===== src/rtl/pskip_pkg.sv =====
package pskip_pkg;

    typedef enum logic {
        PH_A = 1'b0,
        PH_B = 1'b1
    } phase_e;

    typedef struct packed {
        phase_e phase;
        logic   run;
        logic   skip;
        logic   pri_a;
        logic   pri_b;
        logic   sr_a;
        logic   sr_b;
    } gate_st_t;

    // balance encoding: 2'b00 even, 2'b01 A ahead, 2'b11 B ahead
    localparam logic [1:0] BAL_EVEN   = 2'b00;
    localparam logic [1:0] BAL_A_LEAD = 2'b01;
    localparam logic [1:0] BAL_B_LEAD = 2'b11;

endpackage


===== src/rtl/pskip_duty_meter.sv =====
module pskip_duty_meter #(
    parameter int CNT_W = 12
) (
    input  logic clk,
    input  logic rst_n,
    input  logic tick,
    input  logic pri_on,
    output logic low_duty
);
    localparam int          CMP_W   = CNT_W + 3;
    localparam logic [CNT_W-1:0] CNT_MAX = {CNT_W{1'b1}};

    typedef struct packed {
        logic [CNT_W-1:0] on_cnt;
        logic [CNT_W-1:0] per_cnt;
    } meter_st_t;

    meter_st_t st_q, st_d;

    logic [CMP_W-1:0] on_now;
    logic [CMP_W-1:0] per_now;

    // on-count and length of the period that ends at this edge
    always_comb begin
        on_now   = CMP_W'(st_q.on_cnt) + CMP_W'(pri_on);
        per_now  = CMP_W'(st_q.per_cnt) + CMP_W'(1);
        low_duty = (on_now << 2) < per_now;

        st_d = st_q;
        if (tick) begin
            st_d.on_cnt  = '0;
            st_d.per_cnt = '0;
        end else begin
            if (pri_on && st_q.on_cnt != CNT_MAX) begin
                st_d.on_cnt = st_q.on_cnt + CNT_W'(1);
            end
            if (st_q.per_cnt != CNT_MAX) begin
                st_d.per_cnt = st_q.per_cnt + CNT_W'(1);
            end
        end
    end

    always_ff @(posedge clk) begin
        if (!rst_n) begin
            st_q <= '0;
        end else begin
            st_q <= st_d;
        end
    end

    a_r3_on_within_period: assert property (@(posedge clk) disable iff (!rst_n)
        st_q.on_cnt <= st_q.per_cnt + CNT_W'(1) || st_q.per_cnt == CNT_MAX)
        else $error("on-count exceeds period count");

endmodule


===== src/rtl/pskip_balance.sv =====
module pskip_balance
    import pskip_pkg::*;
(
    input  logic   clk,
    input  logic   rst_n,
    input  logic   pp_mode,
    input  logic   commit,
    input  phase_e commit_phase,
    output logic   ok_a,
    output logic   ok_b
);
    logic [1:0] bal_q, bal_d;

    always_comb begin
        bal_d = bal_q;
        if (commit && pp_mode) begin
            if (commit_phase == PH_A) begin
                bal_d = (bal_q == BAL_B_LEAD) ? BAL_EVEN : BAL_A_LEAD;
            end else begin
                bal_d = (bal_q == BAL_A_LEAD) ? BAL_EVEN : BAL_B_LEAD;
            end
        end
        ok_a = !pp_mode || (bal_q != BAL_A_LEAD);
        ok_b = !pp_mode || (bal_q != BAL_B_LEAD);
    end

    always_ff @(posedge clk) begin
        if (!rst_n) begin
            bal_q <= BAL_EVEN;
        end else begin
            bal_q <= bal_d;
        end
    end

    // a leading phase may never take another skip
    a_r7_no_lead_skip: assert property (@(posedge clk) disable iff (!rst_n)
        (commit && pp_mode) |->
            !((commit_phase == PH_A && bal_q == BAL_A_LEAD) ||
              (commit_phase == PH_B && bal_q == BAL_B_LEAD)))
        else $error("skip granted to leading phase");

    a_r7_balance_bound: assert property (@(posedge clk) disable iff (!rst_n)
        bal_q != 2'b10)
        else $error("balance out of range");

    a_r1_reset_even: assert property (@(posedge clk)
        !rst_n |=> bal_q == BAL_EVEN)
        else $error("balance not cleared by reset");

endmodule


===== src/rtl/pskip_gate.sv =====
module pskip_gate
    import pskip_pkg::*;
#(
    parameter int CNT_W = 12
) (
    input  logic clk,
    input  logic rst_n,
    input  logic sys_tick,
    input  logic pwm_in,
    input  logic cmp_low,
    input  logic ss_done,
    input  logic pp_mode,
    output logic pri_a,
    output logic pri_b,
    output logic sr_a,
    output logic sr_b
);
    gate_st_t st_q, st_d;

    logic low_duty;
    logic ok_a;
    logic ok_b;
    logic commit;
    logic phase_ok;
    logic pulse;

    pskip_duty_meter #(
        .CNT_W (CNT_W)
    ) i_meter (
        .clk      (clk),
        .rst_n    (rst_n),
        .tick     (sys_tick),
        .pri_on   (st_q.pri_a | st_q.pri_b),
        .low_duty (low_duty)
    );

    pskip_balance i_balance (
        .clk          (clk),
        .rst_n        (rst_n),
        .pp_mode      (pp_mode),
        .commit       (commit),
        .commit_phase (st_d.phase),
        .ok_a         (ok_a),
        .ok_b         (ok_b)
    );

    always_comb begin
        st_d     = st_q;
        phase_ok = 1'b0;
        if (sys_tick) begin
            st_d.run   = 1'b1;
            st_d.phase = pp_mode ? ((st_q.phase == PH_A) ? PH_B : PH_A) : PH_A;
            phase_ok   = (st_d.phase == PH_A) ? ok_a : ok_b;
            st_d.skip  = st_q.run && cmp_low && low_duty && phase_ok;
        end
        commit = sys_tick && st_d.skip;

        pulse      = pwm_in && st_d.run && !st_d.skip;
        st_d.pri_a = pulse && (st_d.phase == PH_A);
        st_d.pri_b = pulse && (st_d.phase == PH_B) && pp_mode;

        if (pp_mode) begin
            st_d.sr_a = ss_done && st_d.run && !st_d.pri_b;
            st_d.sr_b = ss_done && st_d.run && !st_d.pri_a;
        end else begin
            st_d.sr_a = ss_done && st_d.run && !st_d.pri_a;
            st_d.sr_b = 1'b0;
        end
    end

    always_ff @(posedge clk) begin
        if (!rst_n) begin
            st_q <= '{phase: PH_B, default: 1'b0};
        end else begin
            st_q <= st_d;
        end
    end

    assign pri_a = st_q.pri_a;
    assign pri_b = st_q.pri_b;
    assign sr_a  = st_q.sr_a;
    assign sr_b  = st_q.sr_b;

    a_r1_reset_outputs: assert property (@(posedge clk)
        !rst_n |=> !pri_a && !pri_b && !sr_a && !sr_b)
        else $error("outputs not cleared by reset");

    a_r2_no_skip_high_duty: assert property (@(posedge clk) disable iff (!rst_n)
        (sys_tick && !low_duty) |=> !st_q.skip)
        else $error("skip with duty at or above one quarter");

    a_r2_no_skip_no_flag: assert property (@(posedge clk) disable iff (!rst_n)
        (sys_tick && !cmp_low) |=> !st_q.skip)
        else $error("skip without low-voltage flag");

    a_r3_quiet_skip: assert property (@(posedge clk) disable iff (!rst_n)
        st_q.skip |-> !pri_a && !pri_b)
        else $error("primary high in skipped period");

    a_r4_exclusive: assert property (@(posedge clk) disable iff (!rst_n)
        !(pri_a && pri_b))
        else $error("both primaries high");

    a_r6_sr_off_in_softstart: assert property (@(posedge clk) disable iff (!rst_n)
        !$past(ss_done) |-> !sr_a && !sr_b)
        else $error("rectifier on before soft-start done");

    a_r8_single_ended_b_idle: assert property (@(posedge clk) disable iff (!rst_n)
        !$past(pp_mode) |-> !pri_b && !sr_b)
        else $error("phase B active in single-ended mode");

    a_r9_first_period: assert property (@(posedge clk) disable iff (!rst_n)
        (sys_tick && !st_q.run) |=> !st_q.skip)
        else $error("first period after reset skipped");

endmodule


===== config.mk =====
export PLATFORM = sky130hd
export DESIGN_NAME = pskip_gate
export DESIGN_NICKNAME = d
export VERILOG_FILES = /design/src/rtl/pskip_pkg.sv /design/src/rtl/pskip_duty_meter.sv /design/src/rtl/pskip_balance.sv /design/src/rtl/pskip_gate.sv
export SDC_FILE = /design/constraint.sdc
export NUM_CORES = 1
export LEC_CHECK = 0
export ABC_AREA = 0
export BUFFER_PORTS_ARGS = -buffer_cell sky130_fd_sc_hd__buf_2
export CORE_ASPECT_RATIO = 2
export CORE_MARGIN = 4
export CORE_UTILIZATION = 23
export DETAILED_ROUTE_END_ITERATION = 7
export GPL_TIMING_DRIVEN = 1
export PLACE_DENSITY = 0.38
export SYNTH_ARGS = -nofsm -noshare
export SYNTH_HDL_FRONTEND = slang
export SYNTH_HIERARCHICAL = 1
export SYNTH_SLANG_ARGS = --single-unit

===== constraint.sdc =====
create_clock -name clk -period 7.5 [get_ports clk]
set_input_delay 0.75 -clock clk [delete_from_list [all_inputs] [get_ports clk]]
set_output_delay 0.75 -clock clk [all_outputs]
set_load 0.005 [all_outputs]

==> key figures, run 1 <==
Synth
  • Net Count, Synth: between 200 and 300
  • Number of distinct library cells after synthesis: 46
  • Most used DFF post-synth: dfxtp_1
  • Yosys top cell area share: 33.19%
  • Synth Area per Inst: 8.693 um2
  • Syn Inst Count: 229
  • Most area-hungry cell type in the Yosys netlist: dfxtp_1
  • Async set-reset flop share out of synthesis: 0%
  • Sequential cell area fraction in the yosys report: 33.19%
  • Synth area leaders: dfxtp_1, ha_1, xor2_1
  • Number of synthesis warnings: 6
  • Synth Register Bits: 33
  • Syn Std Cell Area: 1991 um2
  • Post-synth EDFFs: 0

Global routing
  • Grt ovf: 0
  • First-pass GRT wire length: 8480 um
  • GRT Total Usage: 10.92%
  • Largest net degree at the start of global routing: 23
  • Initial antenna violation count: 0
  • Vias in the first global route: 1684

STA
  • Final setup violation count: 0
  • RSZ-0062 raised after global routing: no
  • Tcrit/Tclk final: 43.47%
  • Hold_ws: 0.5223 ns
  • Clk_skew: 0.004213 ns
  • Slew @ Worst Pin: between 0.9 and 1 ns
  • Final worst setup slack: 4.240 ns
  • Max Fclk: 0.3067 GHz
  • Tmin final: 3.260 ns
  • Pins Over Slew Limit: 0
  • Final setup TNS: 0 ns
  • Final Hold Viols: 0
  • Worst slew margin: between 30% and 40%

Floorplanning
  • Starting density of the core: between 20% and 30%
  • Die Span X: 73.79 um
  • Standard-cell row count: 47
  • Die area: 10300 um2
  • Core area: 8351 um2
  • Io pins: 11
  • Die height: 139.6 um

Clock network
  • # Post-CTS Setup Buffers: 0
  • Clock transition at path regs: 0.06 ns
  • Clock sinks: 33
  • CTS tree: built
  • TritonCTS buffer count: 5
  • Clock Path Buffers: 2
  • CTS H-tree depth: 2
  • Clock Root Buffer: clkbuf_16
  • Hold Buf Count CTS: 0
  • Post-CTS sizing: 0
  • Clk_lat worst skew: 0.28 ns

Route
  • First DRT Iteration DRCs: 45
  • Number of remaining DRC errors: 0
  • WL final: 5029 um
  • Via-to-Cell Ratio: ~4.9
  • WL/cell: 14.88 um
  • ANT nets after route: 0
  • First-pass iteration count of the detailed router: 4
  • Via Count: between 1500 and 2000

Critical path
  • Worst Path Arrival: 3.43 ns
  • CP Capture Type: flop
  • CP Launch Type: flop
  • Most used cell, CP: ha_1
  • CP top delay family: simple AND/OR/NAND/NOR gates
  • CP required: about 7.7 ns
  • Critical path peak fanout: 9
  • Worst path slowest cell: or2_2
  • CP Buf/Inv Count: 0
  • Crit path largest cell delay: 0.34 ns
  • WS Path Type: reg -> reg
  • Critical-path cell list: or2_2 > ha_1 > nand3_1 > nor2_1 > xor2_1 > ha_1 > a211o_1 > o211ai_1 > a21oi_1 > nor3_1 > nand4_1 > nor2_2 > nand2_1 > o221a_1

Pwr
  • Sw Ratio: roughly 22%
  • Pwr/cell area: about 180 nW/um2
  • Share of total power in the clock network: 51.6%
  • Fraction of power consumed by sequential logic: 42.8%
  • Max VDD drop: 0.09597 mV
  • Combinational share of power: 5.6%
  • Psw: 0.09382 mW
  • LEAKAGE: 0.9137 nW
  • Internal power: about 0.33 mW

Placed design
  • Placement Setup Slack: 4.202 ns
  • # placed instances: 330
  • Routability cong.: 0.7764
  • Detail Placement HPWL: around 4000 um
  • IO buf count: 10

Job
  • Max-cap violations: 0

Finish
  • Nets: 261
  • Final non-filler cell total: 338
  • Fill count: between 900 and 1000
  • Share of cells above drive strength 1: 11.67%
  • Area growth syn-to-layout: 14.83%
  • Diode count: 0

Worst hold path
  • Hold crit path type: reg -> reg

Run status
  • Run status: complete, no violations
==> cells by family (layout without fill, tap and decap cells) <==
family,Yosys count,after routing,share of synthesized area (%)
AOI/OAI and AO/OA,44,44,14.77
xor gates and xnor gates,26,26,11.44
adders and majority gates,15,15,9.428
buffers and inverters,13,24,2.892
DFF,33,33,33.19
muxes,5,5,2.514
and+or+nand+nor,93,93,25.77
==> worst paths after layout <==
| check | from | end | slack, ns | cells past startpoint |
|---|---|---|---|---|
| worst max-delay path | pri_a | i_balance/bal_q[1] | 4.24 | 14 |
| worst min-delay path | st_q[5] | st_q[5] | 0.52 | 2 |
| worst max register to register | pri_a | i_balance/bal_q[1] | 4.24 | 14 |
| worst min register to register | st_q[5] | st_q[5] | 0.52 | 2 |
==> worst reg2reg max path, stage by stage, from the launching register on <==
cell and delay [ns]:
dfxtp_1 0.32, or2_2 0.34, ha_1 0.22, nand3_1 0.21, nor2_1 0.11, xor2_1 0.16, ha_1 0.30, a211o_1 0.26
o211ai_1 0.08, a21oi_1 0.09, nor3_1 0.27, nand4_1 0.15, nor2_2 0.32, nand2_1 0.10, o221a_1 0.24
==> synthesized netlist by cell type, types with 2 or more instances <==
cell type / count
a211oi_1: 4
a21o_1: 2
a21oi_1: 17
a31oi_1: 2
and3_1: 8
buf_2: 4
clkbuf_1: 2
dfxtp_1: 33
ha_1: 15
inv_1: 6
mux2i_1: 5
nand2_1: 14
nand2b_1: 2
nand3_1: 12
nand4_1: 7
nand4_2: 3
nor2_1: 18
nor2b_1: 3
nor3_1: 10
o211ai_1: 2
o21ai_0: 8
or3_1: 4
xnor2_1: 12
xor2_1: 14
==> through the flow <==
step	instance area, um2	utilization, %	total power, mW
after floorplan	1991	-	0.1995
after global placement	2128	25.49	0.2092
after detailed placement	2128	25.49	0.2088
after CTS	2286	27.37	0.4313
after global routing	2286	27.37	0.4403
final	2286	27.37	0.4223
==> flip-flops by register name, summed over array words and instances, names as in the netlist <==
register         count
i_balance/bal_q      2
st_q                 3
sr_a                 1
sr_b                 1
pri_b                1
pri_a                1
i_meter/st_q        24
==> cell usage in the layout, fill, tap and decap left out, types with 2 or more instances in the layout <==
cell and count:
xor2_1 14, buf_2 10, o211ai_1 2, inv_1 6, and3_1 8, nor2b_1 3, nand4_2 3, dfxtp_1 33
nor2_1 18, ha_1 15, mux2i_1 5, nor3_1 10, or3_1 4, xnor2_1 12, a31oi_1 2, o21ai_0 8
clkbuf_8 2, nand3_1 12, a21oi_1 17, nand2b_1 2, clkbuf_16 5, a211oi_1 4, nand2_1 14, nand4_1 7
a21o_1 2
==> layout make-up <==
class                      instances  area [um2]  share of cell area [%]
tap                               98       122.6                   5.364
multi-input combinational        183        1272                   55.67
inverter                           6       22.52                  0.9852
clock inverter                     1       5.005                  0.2189
sequential                        33       660.6                   28.90
clock buffer                       7       152.6                   6.678
timing repair buffer              10       50.05                   2.189
==> power by group through the flow <==
stage / clock network [mW] / logic (mW) / registers [mW]
floorplan: 0 / 0.0156 / 0.184
global placement: 0 / 0.0248 / 0.184
detailed placement: 0 / 0.0244 / 0.184
CTS: 0.226 / 0.0246 / 0.181
global route: 0.232 / 0.0271 / 0.181
finish: 0.218 / 0.0237 / 0.181
==> layer usage <==
metal	global-route usage, %	share of wire [%]
met1	10.24	34
met5	0	0
met4	5.635	3.2
met2	21.16	60
met3	1.733	2.1
Note: power is estimated with default switching activity, not from simulation.
==> run 2: changes to the inputs <==
- ABC_AREA: 0 -> 1
- PLACE_DENSITY: 0.38 -> 0.39
- clock period: 7.5 -> 2.6 ns (I/O delays scaled with it)
==> run 2 against run 1 <==
- the run now ends with negative setup slack left
- worst setup slack worse by 4.2 ns
- via count up 41%
- first-iteration DRC count up 58%
- wire length up 37%
- die area up 12%
- maximum frequency up 25%
- count of clock-buffer cells in the layout unchanged
- synthesized cell count up 51%
- largest power group unchanged
==> key figures, run 2 <==
STA
  • Final Hold Viols: 0
  • Max Fclk: 0.3841 GHz
  • Final setup TNS: -0.003640 ns
  • Tmin final: 2.604 ns
  • Final setup violation count: 1
  • Clk_skew: 0.003253 ns
  • Slew @ Worst Pin: 0.6526 ns
  • Final worst setup slack: -0.003640 ns
  • RSZ-0062 raised after global routing: yes
  • Worst slew margin: 56.16%
  • Tcrit/Tclk final: 100.1%
  • Pins Over Slew Limit: 0

Global routing
  • Largest net degree at the start of global routing: 15
  • Grt ovf: 0
  • First-pass GRT wire length: 11010 um
  • Vias in the first global route: 2324
  • Initial antenna violation count: 0
  • GRT Total Usage: around 13%

Critical path
  • Critical path peak fanout: 4
  • CP Capture Type: flop
  • Critical-path cell list: or2_4 > ha_4 > nand2_8 > nor2_4 > nand2_2 > xor2_4 > ha_4 > nand2_1 > inv_1 > nor3_2 > nand2_1 > a21oi_2 > nand2_1 > nor2_2 > nand3_2 > inv_2 > nand2_4 > inv_2 > nand3_2 > nand2_1 > inv_1
  • Most used cell, CP: nand2_1
  • Worst path slowest cell: dfxtp_2
  • CP required: approximately 2.8 ns
  • WS Path Type: reg -> reg
  • CP Launch Type: flop
  • Crit path largest cell delay: about 0.31 ns
  • Worst Path Arrival: between 2 and 3 ns

Placed design
  • # placed instances: 535
  • Routability cong.: 0.9015
  • Detail Placement HPWL: 5635 um
  • Placed cell areas: between 2000 and 3000 um2
  • IO buf count: 10

Floorplanning
  • Starting density of the core: 23.30%
  • Die height: 148.2 um
  • Die Span X: around 78 um
  • Die area: 11570 um2
  • Standard-cell row count: 51
  • Core area: 9699 um2
  • Io pins: 11

Synth
  • Most area-hungry cell type in the Yosys netlist: dfxtp_1
  • Synth Register Bits: 33
  • Count leader, synth: nand2_1
  • Number of distinct library cells after synthesis: 31
  • Yosys top cell area share: approximately 29%
  • Most used DFF post-synth: dfxtp_1
  • Number of synthesis warnings: 6
  • Post-synth EDFFs: 0
  • Synth area leaders: dfxtp_1, nand2_1, inv_1
  • Net Count, Synth: 368
  • Syn Std Cell Area: around 2300 um2
  • Synth cell count leaders: nand2_1, inv_1, dfxtp_1, nor2_1, a21oi_1
  • Sequential cell area fraction in the yosys report: between 20 and 30%
  • Synth Area per Inst: 6.531 um2
  • Async set-reset flop share out of synthesis: 0%
  • Syn Inst Count: 346

Finish
  • Largest Register: i_meter/st_q
  • Diode count: 0
  • Share of cells above drive strength 1: 34.87%
  • Leading cell type in the layout, fill and taps excluded: nand2_1
  • Final non-filler cell total: 545
  • Commonest non-fill, non-tap cells in the layout: nand2_1, buf_4, inv_1, dfxtp_1, nor2_1
  • Top flop regs: i_meter/st_q (24), st_q (3), i_balance/bal_q (2)
  • Design area: 3306 um2
  • Area growth syn-to-layout: 46.29%
  • Nets: 435
  • Max FFs per register: 24

Route
  • WL final: 6909 um
  • Via-to-Cell Ratio: 4.251
  • Number of remaining DRC errors: 0
  • First DRT Iteration DRCs: 71
  • WL/cell: 12.68 um
  • Via Count: 2317
  • First-pass iteration count of the detailed router: 4
  • ANT nets after route: 0

Run status
  • Run status: complete, but fails checks
  • Failing checks: negative setup slack

Clock network
  • CTS H-tree depth: 2
  • Clock Path Buffers: 2
  • TritonCTS buffer count: 5
  • Clk_lat worst skew: roughly 0.28 ns
  • CTS tree: built
  • Clock transition at path regs: around 0.05 ns
  • Clock sinks: 33
  • Clock Root Buffer: clkbuf_16

Pwr
  • LEAKAGE: 1.465 nW
  • Pwr/cell area: between 300 and 400 nW/um2
  • Max VDD drop: 0.3411 mV

Job
  • Max-cap violations: 0

Worst hold path
  • Hold crit path type: in -> reg
==> run 2: cell types whose count changed in the layout (fill, tap and decap cells not counted), moves of 8 or more <==
cell / before / now
ha_1: 15 / 6
xnor2_1: 12 / 3
inv_1: 6 / 47
buf_4: 0 / 50
xor2_1: 14 / 4
a21oi_2: 0 / 8
and3_1: 8 / 0
nand2_2: 0 / 11
nand2_1: 14 / 94
nor2_2: 1 / 9
nor3_1: 10 / 2
==> run 2: critical path, delay by kind of cell, from the launching register on <==
| family | cells | cell delay [ns] |
|---|---|---|
| DFF | 1 | 0.31 |
| AOI/OAI and AO/OA | 1 | 0.13 |
| adders and majority gates | 2 | 0.42 |
| buffers and inverters | 4 | 0.22 |
| and+or+nand+nor | 13 | 1.22 |
| xor gates and xnor gates | 1 | 0.20 |
==> run 2: worst paths after layout <==
path	start	cells past startpoint	slack, ns	to
setup / recovery	pri_a	21	-0.004	i_balance/bal_q[0]
hold / removal	rst_n	2	0.20	st_q[6]
setup reg to reg	pri_a	21	-0.004	i_balance/bal_q[0]
hold reg to reg	i_meter/st_q[23]	2	0.51	i_meter/st_q[23]
==> run 2: area by class of cell <==
type / count / area, um2
clock buffer: 7 / 142.6
fill: 1117 / 6394
inverter: 55 / 212.7
multi-input combinational: 255 / 1659
sequential: 33 / 666.9
tap: 132 / 165.2
timing repair buffer: 63 / 459.2
==> run 2: timing repair <==
action | in CTS | in global routing
endpoints found under the setup margin | 7 | 7
setup buffers | 1 | 2
pin swaps | 15 | 19
hold buffers | 0 | 0
gates resized for setup | 22 | 44
==> run 2: cells by family (layout without fill, tap and decap cells) <==
group | after synthesis | after routing | synth area share, %
XOR/XNOR | 10 | 10 | 3.876
adder cells (fa/ha/maj) | 15 | 15 | 8.306
buffers and inverters | 58 | 125 | 10.41
AO/OA/AOI/OAI | 37 | 37 | 8.583
AND/OR/NAND/NOR | 193 | 193 | 39.59
flip-flops | 33 | 33 | 29.24
==> run 2: where the power goes <==
part           switching (mW)  total (mW)  leakage (nW)  internal (mW)
logic                  0.0737       0.118          1.13         0.0445
clock network           0.213       0.589        0.0700          0.376
registers             0.00604       0.522         0.270          0.516
==> run 2: metal layers <==
metal / global-route usage (%) / vias to the layer above / wire length [um]
li1: - / 1227 / -
met1: 10.22 / 1060 / 2199
met2: 27.49 / 20 / 4438
met3: 1.455 / 10 / 78
met4: 6.042 / 0 / 193
met5: 0 / - / 0
==> run 2: stage by stage <==
step / total power [mW] / setup WS (ns) / hold WS (ns) / utilization (%)
finish: 1.229 / -0.003640 / 0.1956 / 34.08
global route: 1.293 / -0.2026 / 0.2014 / 34.08
CTS: 1.248 / -0.1518 / 0.1925 / 31.48
detailed placement: 0.6424 / -0.2227 / 0.4857 / 29.18
global placement: 0.6420 / -0.2337 / 0.4817 / 29.18
floorplan: 0.6012 / 0.02889 / 0.3294 / -
==> run 3: changes to the inputs <==
- CORE_MARGIN: 4 -> not set
==> run 3 against run 2 <==
- the run still ends with negative setup slack left
- wire length is 3.4% lower
- maximum frequency is 0.57% lower
- worst setup slack got worse by 0.015 ns
- final area shrank 2.3%
- global-route usage increased by 1.7 points
- count of clock-buffer cells in the layout is 2 lower
- sequential share of layout area increased by 0.52 points
- total power grew 16%
- clock power up 32%
- clock skew rose by 0.0033 ns
- combinational power hardly changed
- largest power group unchanged
==> key figures, run 3 (synthesis results as in run 2) <==
Route
  • Via-to-Cell Ratio: approximately 4.3
  • First DRT Iteration DRCs: 86
  • Via Count: around 2300
  • First-pass iteration count of the detailed router: 4
  • ANT nets after route: 0
  • WL final: 6673 um
  • Number of remaining DRC errors: 0
  • WL/cell: between 10 and 15 um

Global routing
  • First-pass GRT wire length: 10930 um
  • Grt ovf: 0
  • Vias in the first global route: about 2300
  • Initial antenna violation count: 0
  • GRT Total Usage: 14.24%
  • Largest net degree at the start of global routing: 20

STA
  • Final setup TNS: -0.02239 ns
  • Final setup violation count: 2
  • Slew @ Worst Pin: 0.5529 ns
  • Hold_ws: 0.1883 ns
  • Worst slew margin: around 63%
  • Final worst setup slack: -0.01860 ns
  • RSZ-0062 raised after global routing: yes
  • Tmin final: 2.619 ns
  • Tcrit/Tclk final: 100.7%
  • Clk_skew: 0.006556 ns
  • Final Hold Viols: 0
  • Max Fclk: 0.3819 GHz
  • Pins Over Slew Limit: 0

Pwr
  • LEAKAGE: 1.486 nW
  • Pwr/cell area: ~440 nW/um2
  • Max VDD drop: between 0.3 and 0.4 mV
  • Total power: around 1.4 mW

Clock network
  • CTS H-tree depth: 2
  • CTS tree: built
  • Clock transition at path regs: around 0.060 ns
  • TritonCTS buffer count: 5
  • Clock sinks: 33
  • Clock Path Buffers: 2
  • Clk_lat worst skew: 0.29 ns
  • Clock Root Buffer: clkbuf_16
  • Hold Buf Count CTS: 0

Placed design
  • Routability cong.: 0.8542
  • Placement Setup Slack: -0.2325 ns
  • # placed instances: 532
  • Detail Placement HPWL: 5400 um
  • IO buf count: 10
  • Placed cell areas: 2820 um2

Floorplanning
  • Die Span X: 72.09 um
  • Io pins: 11
  • Die area: 10250 um2
  • Standard-cell row count: 50
  • Starting density of the core: 23.92%
  • Die height: 142.2 um
  • Core area: 9447 um2

Critical path
  • Worst Path Arrival: 2.81 ns
  • WS Path Type: reg -> reg
  • CP required: 2.79 ns
  • CP Capture Type: flop
  • CP Launch Type: flop
  • Critical path peak fanout: 4

Run status
  • Failing checks: negative setup slack
  • Run status: complete, but fails checks

Finish
  • Final non-filler cell total: 542
  • Commonest non-fill, non-tap cells in the layout: nand2_1, buf_4, inv_1, nor2_1, dfxtp_1
  • Area growth syn-to-layout: 42.91%
  • Diode count: 0
  • Top flop regs: i_meter/st_q (24), st_q (3), i_balance/bal_q (2)
  • Share of cells above drive strength 1: 31.80%
  • Leading cell type in the layout, fill and taps excluded: nand2_1
  • Largest Register: i_meter/st_q
  • Nets: 433
  • Final core occ: 34.19%
  • Design area: 3229 um2
  • Fill count: 1054
  • Max FFs per register: 24

Worst hold path
  • Hold crit path type: in -> reg

Job
  • Max-cap violations: 0
-- run 3: cell count changes in the layout (fill, tap and decap cells not counted), sizes merged --
cell | before | now
buf | 63 | 61
clkbuf | 7 | 5
clkinv | 2 | 3
bufinv | 0 | 2
-- run 3: critical path, stage by stage, from the launching register on --
cell and delay, ns:
dfxtp_2 0.31, or2_4 0.25, ha_4 0.18, nand2_4 0.09, inv_4 0.05, nand2_4 0.07
nor2_4 0.04, nor2_2 0.13, a21oi_2 0.05, ha_1 0.30, nand2_2 0.07, nor2_1 0.05
nor3_2 0.11, nand2_1 0.09, a21oi_2 0.12, nand2_1 0.07, nor2_2 0.09, nand3_2 0.09
inv_2 0.08, nand2_4 0.06, inv_2 0.06, nand3_2 0.05, nand2_1 0.06, inv_1 0.03
-- run 3: repair_timing --
action | 4_1_cts | 5_1_grt
setup endpoints to repair | 7 | 7
gates resized for setup | 30 | 17
setup buffers | 1 | 1
pin swaps | 17 | 12
-- run 3: final cells by class --
class                   count  area, um2  share of cell area, %
clock buffers               5      125.1                  3.874
clock inverters             3      65.06                  2.015
inverters                  55      210.2                  6.509
multi-input cells         255       1562                  48.35
flip-flops and latches     33      668.1                  20.69
well taps                 130      162.7                  5.037
repair buffers             61      436.7                  13.52
-- run 3: metal layers --
layer  global-route usage, %  wire length, um
met5                       0                0
met4                   6.605              173
met3                   1.487               75
met2                   29.71             4138
met1                   12.79             2286
-- run 3: worst paths after layout --
| path | cells after the start | slack [ns] | from | end |
|---|---|---|---|---|
| worst max-delay path | 23 | -0.02 | pri_a | i_balance/bal_q[0] |
| worst max register to register | 23 | -0.02 | pri_a | i_balance/bal_q[0] |
| worst min-delay path | 2 | 0.19 | rst_n | st_q[6] |
| worst min register to register | 2 | 0.50 | st_q[5] | st_q[5] |
-- run 3: power breakdown --
group | switching, mW | internal, mW | leakage (nW)
clock network | 0.231 | 0.547 | 0.0938
logic | 0.0761 | 0.0454 | 1.12
registers | 0.00644 | 0.516 | 0.270
